<file path="config.mk">
export PLATFORM = sky130hd
export DESIGN_NAME = vq_chain_walker
export DESIGN_NICKNAME = d
export VERILOG_FILES = /design/src/rtl/vq_chain_walker.sv
export SDC_FILE = /design/constraint.sdc
export NUM_CORES = 1
export LEC_CHECK = 0
export BUFFER_PORTS_ARGS = -buffer_cell sky130_fd_sc_hd__buf_4
export CAP_MARGIN = 20
export CORE_ASPECT_RATIO = 1.4
export CORE_MARGIN = 1
export CORE_UTILIZATION = 35
export DETAILED_ROUTE_END_ITERATION = 8
export HOLD_SLACK_MARGIN = 0.02
export SLEW_MARGIN = 10
export SYNTH_ARGS = -nofsm -noshare
export SYNTH_HDL_FRONTEND = slang
export SYNTH_SLANG_ARGS = --single-unit
</file>
<file path="constraint.sdc">
create_clock -name clk -period 103.8 [get_ports clk]
set_clock_uncertainty 0.2 [all_clocks]
set_input_delay 20.76 -clock clk [delete_from_list [all_inputs] [get_ports clk]]
set_output_delay 20.76 -clock clk [all_outputs]
set_load 0.01 [all_outputs]
</file>
<file path="src/rtl/vq_chain_walker.sv">
module vq_chain_walker #(
  parameter int ADDR_W     = 64,
  parameter int PFN_W      = 32,
  parameter int PAGE_SHIFT = 12,
  parameter int MAX_CHAIN  = 1024,
  localparam int CNT_W     = $clog2(MAX_CHAIN + 1)
)(
  input  logic              clk,
  input  logic              rst_n,
  input  logic [PFN_W-1:0]  cfg_pfn,
  input  logic [15:0]       cfg_qsize,
  input  logic              cfg_load,
  input  logic              op_valid,
  input  logic [1:0]        op_code,
  output logic              op_ready,
  output logic              mem_req,
  output logic [ADDR_W-1:0] mem_addr,
  input  logic [63:0]       mem_rdata,
  input  logic              mem_rvalid,
  output logic              seg_valid,
  output logic              seg_in,
  output logic [63:0]       seg_addr,
  output logic [31:0]       seg_len,
  output logic              done_valid,
  output logic              done_ok,
  output logic [15:0]       done_head,
  output logic [CNT_W-1:0]  done_in_cnt,
  output logic [CNT_W-1:0]  done_out_cnt,
  output logic              loop_err,
  output logic [ADDR_W-1:0] desc_base,
  output logic [ADDR_W-1:0] avail_base,
  output logic [ADDR_W-1:0] used_base,
  output logic [15:0]       next_avail
);
  localparam logic [ADDR_W-1:0] PAGE_MASK = (ADDR_W'(1) << PAGE_SHIFT) - ADDR_W'(1);
  localparam logic [1:0] OP_FETCH = 2'd0;
  localparam logic [1:0] OP_SKIP  = 2'd2;

  typedef enum logic [2:0] {S_IDLE, S_IDX, S_HEAD, S_D0, S_D1} st_t;
  st_t st;

  logic [1:0]       op_q;
  logic [15:0]      cur, qdiv, slot_avail, slot_desc;
  logic [CNT_W-1:0] in_c, out_c;
  logic [CNT_W:0]   tot_nxt;
  logic [ADDR_W-1:0] avail_end, desc_slot_addr;

  assign desc_base  = ADDR_W'(cfg_pfn) << PAGE_SHIFT;
  assign avail_base = desc_base + (ADDR_W'(cfg_qsize) << 4);
  assign avail_end  = avail_base + ADDR_W'(4) + (ADDR_W'(cfg_qsize) << 1);
  assign used_base  = (avail_end + PAGE_MASK) & ~PAGE_MASK;

  assign qdiv       = (cfg_qsize == 16'd0) ? 16'd1 : cfg_qsize;
  assign slot_avail = next_avail % qdiv;
  assign slot_desc  = cur % qdiv;
  assign desc_slot_addr = desc_base + (ADDR_W'(slot_desc) << 4);

  assign op_ready     = (st == S_IDLE) && !cfg_load;
  assign mem_req      = (st != S_IDLE);
  assign done_in_cnt  = in_c;
  assign done_out_cnt = out_c;
  assign tot_nxt      = {1'b0, in_c} + {1'b0, out_c} + 1'b1;

  always_comb begin
    case (st)
      S_IDX:   mem_addr = avail_base + ADDR_W'(2);
      S_HEAD:  mem_addr = avail_base + ADDR_W'(4) + (ADDR_W'(slot_avail) << 1);
      S_D0:    mem_addr = desc_slot_addr;
      S_D1:    mem_addr = desc_slot_addr + ADDR_W'(8);
      default: mem_addr = '0;
    endcase
  end

  always_ff @(posedge clk) begin
    if (!rst_n) begin
      st         <= S_IDLE;
      op_q       <= OP_FETCH;
      cur        <= '0;
      in_c       <= '0;
      out_c      <= '0;
      next_avail <= '0;
      loop_err   <= 1'b0;
      seg_valid  <= 1'b0;
      seg_in     <= 1'b0;
      seg_addr   <= '0;
      seg_len    <= '0;
      done_valid <= 1'b0;
      done_ok    <= 1'b0;
      done_head  <= '0;
    end else begin
      seg_valid  <= 1'b0;
      done_valid <= 1'b0;
      case (st)
        S_IDLE: begin
          if (cfg_load) begin
            next_avail <= '0;
          end else if (op_valid) begin
            op_q      <= op_code;
            in_c      <= '0;
            out_c     <= '0;
            done_head <= '0;
            st        <= S_IDX;
          end
        end
        S_IDX: if (mem_rvalid) begin
          if (mem_rdata[15:0] == next_avail) begin
            done_valid <= 1'b1;
            done_ok    <= 1'b0;
            st         <= S_IDLE;
          end else if (op_q == OP_SKIP) begin
            next_avail <= next_avail + 16'd1;
            done_valid <= 1'b1;
            done_ok    <= 1'b1;
            st         <= S_IDLE;
          end else begin
            st <= S_HEAD;
          end
        end
        S_HEAD: if (mem_rvalid) begin
          cur       <= mem_rdata[15:0];
          done_head <= mem_rdata[15:0];
          if (op_q == OP_FETCH) next_avail <= next_avail + 16'd1;
          st <= S_D0;
        end
        S_D0: if (mem_rvalid) begin
          seg_addr <= mem_rdata;
          st       <= S_D1;
        end
        S_D1: if (mem_rvalid) begin
          seg_len   <= mem_rdata[31:0];
          seg_in    <= mem_rdata[33];
          seg_valid <= 1'b1;
          if (mem_rdata[33]) in_c  <= in_c + 1'b1;
          else               out_c <= out_c + 1'b1;
          if (mem_rdata[32] && tot_nxt < (CNT_W+1)'(MAX_CHAIN)) begin
            cur <= mem_rdata[63:48];
            st  <= S_D0;
          end else begin
            if (mem_rdata[32]) loop_err <= 1'b1;
            done_valid <= 1'b1;
            done_ok    <= 1'b1;
            st         <= S_IDLE;
          end
        end
        default: st <= S_IDLE;
      endcase
    end
  end
endmodule

</file>
==> impl_metrics.json <==
{
  "ant_nets": 0,
  "clk_pin_slew_ps": 70,
  "setup_viol": 0,
  "num_rows": 122,
  "critical_path.max_stage_delay_ps": 880,
  "multiInputGateArea_sq_um": 22700,
  "slew_headroom": 0.185,
  "portBuffers": 425,
  "synth_top_cell_area_share": 0.141,
  "drc": 0,
  "worstPathMaxFanout": 25,
  "gp_congestion": 1.03,
  "fin_nets": 4654,
  "grt_usage": 0.280,
  "cpMaxStageDelayCell": "a21oi_1",
  "finalHoldViolCount": 0,
  "hold_path_end": "done_head[11]$_SDFFE_PN0P_",
  "antenna_found_initial": 2,
  "cp-end-kind": "output pin",
  "layout.area.seq_sq_um": 3520,
  "ys.flop_type": "dfxtp_1",
  "rsz0062_at_grt": "no",
  "synthTopCellsByArea": "ha_1 14%, dfxtp_1 13%, nand2_1 6.9%, xnor2_1 6.2%, a21oi_1 4.2%",
  "cts_made_buffers": 17,
  "leakage_nw": 14.9,
  "synthTopCellsByCount": "519 x nand2_1, 317 x ha_1, 306 x nor2_1, 233 x a21oi_1, 205 x o21ai_0",
  "cts_max_level": 4,
  "fin_crit_ps": 77800,
  "min_period_over_period": 0.750,
  "ir_drop_mv": 0.0103,
  "layout-drive-gt1-share": 0.150,
  "ys_warn_count": 0,
  "synth-seq-cells": 176,
  "areaGrowthSynthToFinish_pct": 15.2,
  "status": "finished, final reports clean",
  "fp.dieH_microns": 337,
  "grt_pass1_vias": 29196,
  "cts_root_buf": "clkbuf_16",
  "whs_path_depth": 2,
  "clock_latency_ps": 440,
  "viasPerCell": 5.76,
  "initial_core_util": 0.354,
  "synth.distinct_cells": 103,
  "grt_max_degree": 78,
  "slew_viol_final": 0,
  "tns_ps": 0,
  "drt-total-wl_microns": 116000,
  "min-delay-start": "done_head[11]$_SDFFE_PN0P_",
  "ctsHoldBuffers": 0,
  "postSynthAreaPerCell_sq_um": 7.16,
  "synth_edf_count": 0,
  "fmax_ghz": 0.0129,
  "dr.first_iter.drc_count": 1877,
  "clockBufferDepth": 2,
  "r2r_start": "st[1]$_SDFFE_PN0P_",
  "cp_common_cell": "a21oi_1",
  "cap_viol_max_count": 0,
  "synth.most_common_cell": "nand2_1",
  "cp.required_ps": 82840,
  "cts_tree": "done",
  "post_cts_resized": 0,
  "power_density_nw_per_um2": 7.52,
  "vias": 30439,
  "die_x_microns": 241,
  "post-cts-setup-buffer-count": 0,
  "worst_pin_slew_ps": 1210,
  "grt_pass1_wl_microns": 175000,
  "fp.dieArea_sq_um": 81300,
  "num_io_pins": 532,
  "yosysSeqAreaShare": 0.126,
  "fin_util": 0.408,
  "dp_hpwl_microns": 92300,
  "nFillCells": 8356,
  "core_area_sq_um": 79200,
  "cts_sinks": 176,
  "r2r-end": "next_avail[14]$_SDFFE_PN0P_",
  "path_class": "input pin to output pin",
  "syn_area_sq_um": 28000,
  "async_reset_ff_frac": 0,
  "synth_top_cell_by_area": "ha_1",
  "wire_per_inst_microns": 22.0,
  "crit_path_start_kind": "input pin",
  "grt.overflow.total": 0,
  "syn-instance-count": 3916,
  "dr.pass1.iters": 5,
  "critPathArrivalTime_ps": 56840,
  "hold_path_class": "register to register",
  "worstRegToRegCells": 9,
  "r2r_slack_ps": 99770
}
[placed cells by master (no fill, tap or decap), types with 14 or more instances in the layout]
cell / n
a211oi_1: 31
a21boi_0: 135
a21o_1: 104
a21oi_1: 232
a221o_1: 14
a22oi_1: 21
a31oi_1: 47
and2_1: 35
and3_1: 43
buf_4: 480
clkbuf_16: 17
conb_1: 106
dfxtp_1: 176
ha_1: 317
inv_1: 140
mux2_2: 53
mux2i_1: 26
nand2_1: 519
nand2b_1: 36
nand3_1: 123
nand4_1: 59
nor2_1: 303
nor2b_1: 41
nor3_1: 105
nor4_1: 24
o211a_1: 21
o211ai_1: 33
o21a_1: 75
o21ai_0: 203
o21ai_1: 14
o21bai_1: 25
o221ai_1: 20
o22ai_1: 19
o31ai_1: 24
or2_2: 17
or3_1: 53
xnor2_1: 197
xor2_1: 114
[critical path, delay by kind of cell]
family / cells / cell delay [ps]
AO/OA/AOI/OAI: 71 / 20300
AND/OR/NAND/NOR: 32 / 6880
adder cells (fa/ha/maj): 15 / 5220
multiplexers: 4 / 1630
buffers and inverters: 8 / 1520
XOR/XNOR: 1 / 440
[cells by family (layout without fill, tap and decap cells)]
family / after synthesis / count (layout) / synth area share
AND/OR/NAND/NOR: 1430 / 1430 / 0.242
AO/OA/AOI/OAI: 1148 / 1148 / 0.279
buffers and inverters: 448 / 654 / 0.0808
adder cells (fa/ha/maj): 321 / 321 / 0.144
XOR/XNOR: 311 / 311 / 0.0971
flip-flops: 176 / 176 / 0.126
multiplexers: 81 / 81 / 0.0316
other: 1 / 109 / 0.000134
[stage by stage]
stage	std cells	total power [W]	area [sq um]	worst slack, ps	hold slack [ps]
after floorplan	4021	0.000136	28400	32690	285
after global placement	5248	0.000172	31700	26810	250
after detailed placement	5248	0.000172	31700	26650	259
after CTS	5280	0.000242	32300	26510	267
after global routing	5283	0.000255	32300	23000	283
final	5284	0.000243	32300	26000	264
[how the worst max path moves through the flow]
stage | depth (start not counted) | slack, ps | start | end
final | 131 | 26000 | cfg_qsize[7] | mem_addr[22]
after global routing | 140 | 23000 | cfg_qsize[7] | mem_addr[34]
after CTS | 134 | 26510 | cfg_qsize[7] | mem_addr[22]
after detailed placement | 137 | 26650 | cfg_qsize[7] | mem_addr[22]
after global placement | 134 | 26810 | cfg_qsize[7] | mem_addr[22]
after floorplan | 134 | 32690 | cfg_qsize[6] | mem_addr[40]
[layout make-up]
| class | count | share of cell area |
|---|---|---|
| Multi-Input combinational cell | 3397 | 0.702 |
| Timing Repair Buffer | 480 | 0.112 |
| Sequential cell | 176 | 0.109 |
| Tap cell | 1054 | 0.0408 |
| Inverter | 142 | 0.0165 |
| Clock buffer | 23 | 0.0148 |
| Clock inverter | 9 | 0.00473 |
| Antenna cell | 3 | 0.000232 |
[registers in the layout (all words and copies together), names as in the netlist]
name          count
loop_err          1
next_avail       16
seg_addr         64
done_out_cnt     11
st                3
seg_valid         1
op_q              2
done_valid        1
seg_len          32
done_ok           1
done_in_cnt      11
cur              16
seg_in            1
done_head        16
[layer usage]
layer / vias to the layer above / track usage / wire length, microns
li1: 14564 / - / -
met1: 14386 / 0.309 / 44200
met2: 1188 / 0.507 / 58500
met3: 301 / 0.0328 / 5860
met4: 0 / 0.168 / 7720
met5: - / 0 / 0
[power breakdown]
group          internal [W]   total, W  switching (W)  leakage, nW
Combinational     0.0000396   0.000103      0.0000634         13.2
Clock             0.0000423  0.0000705      0.0000282        0.312
Sequential        0.0000681  0.0000693     0.00000122         1.42
(Power assumes the default switching activity.)
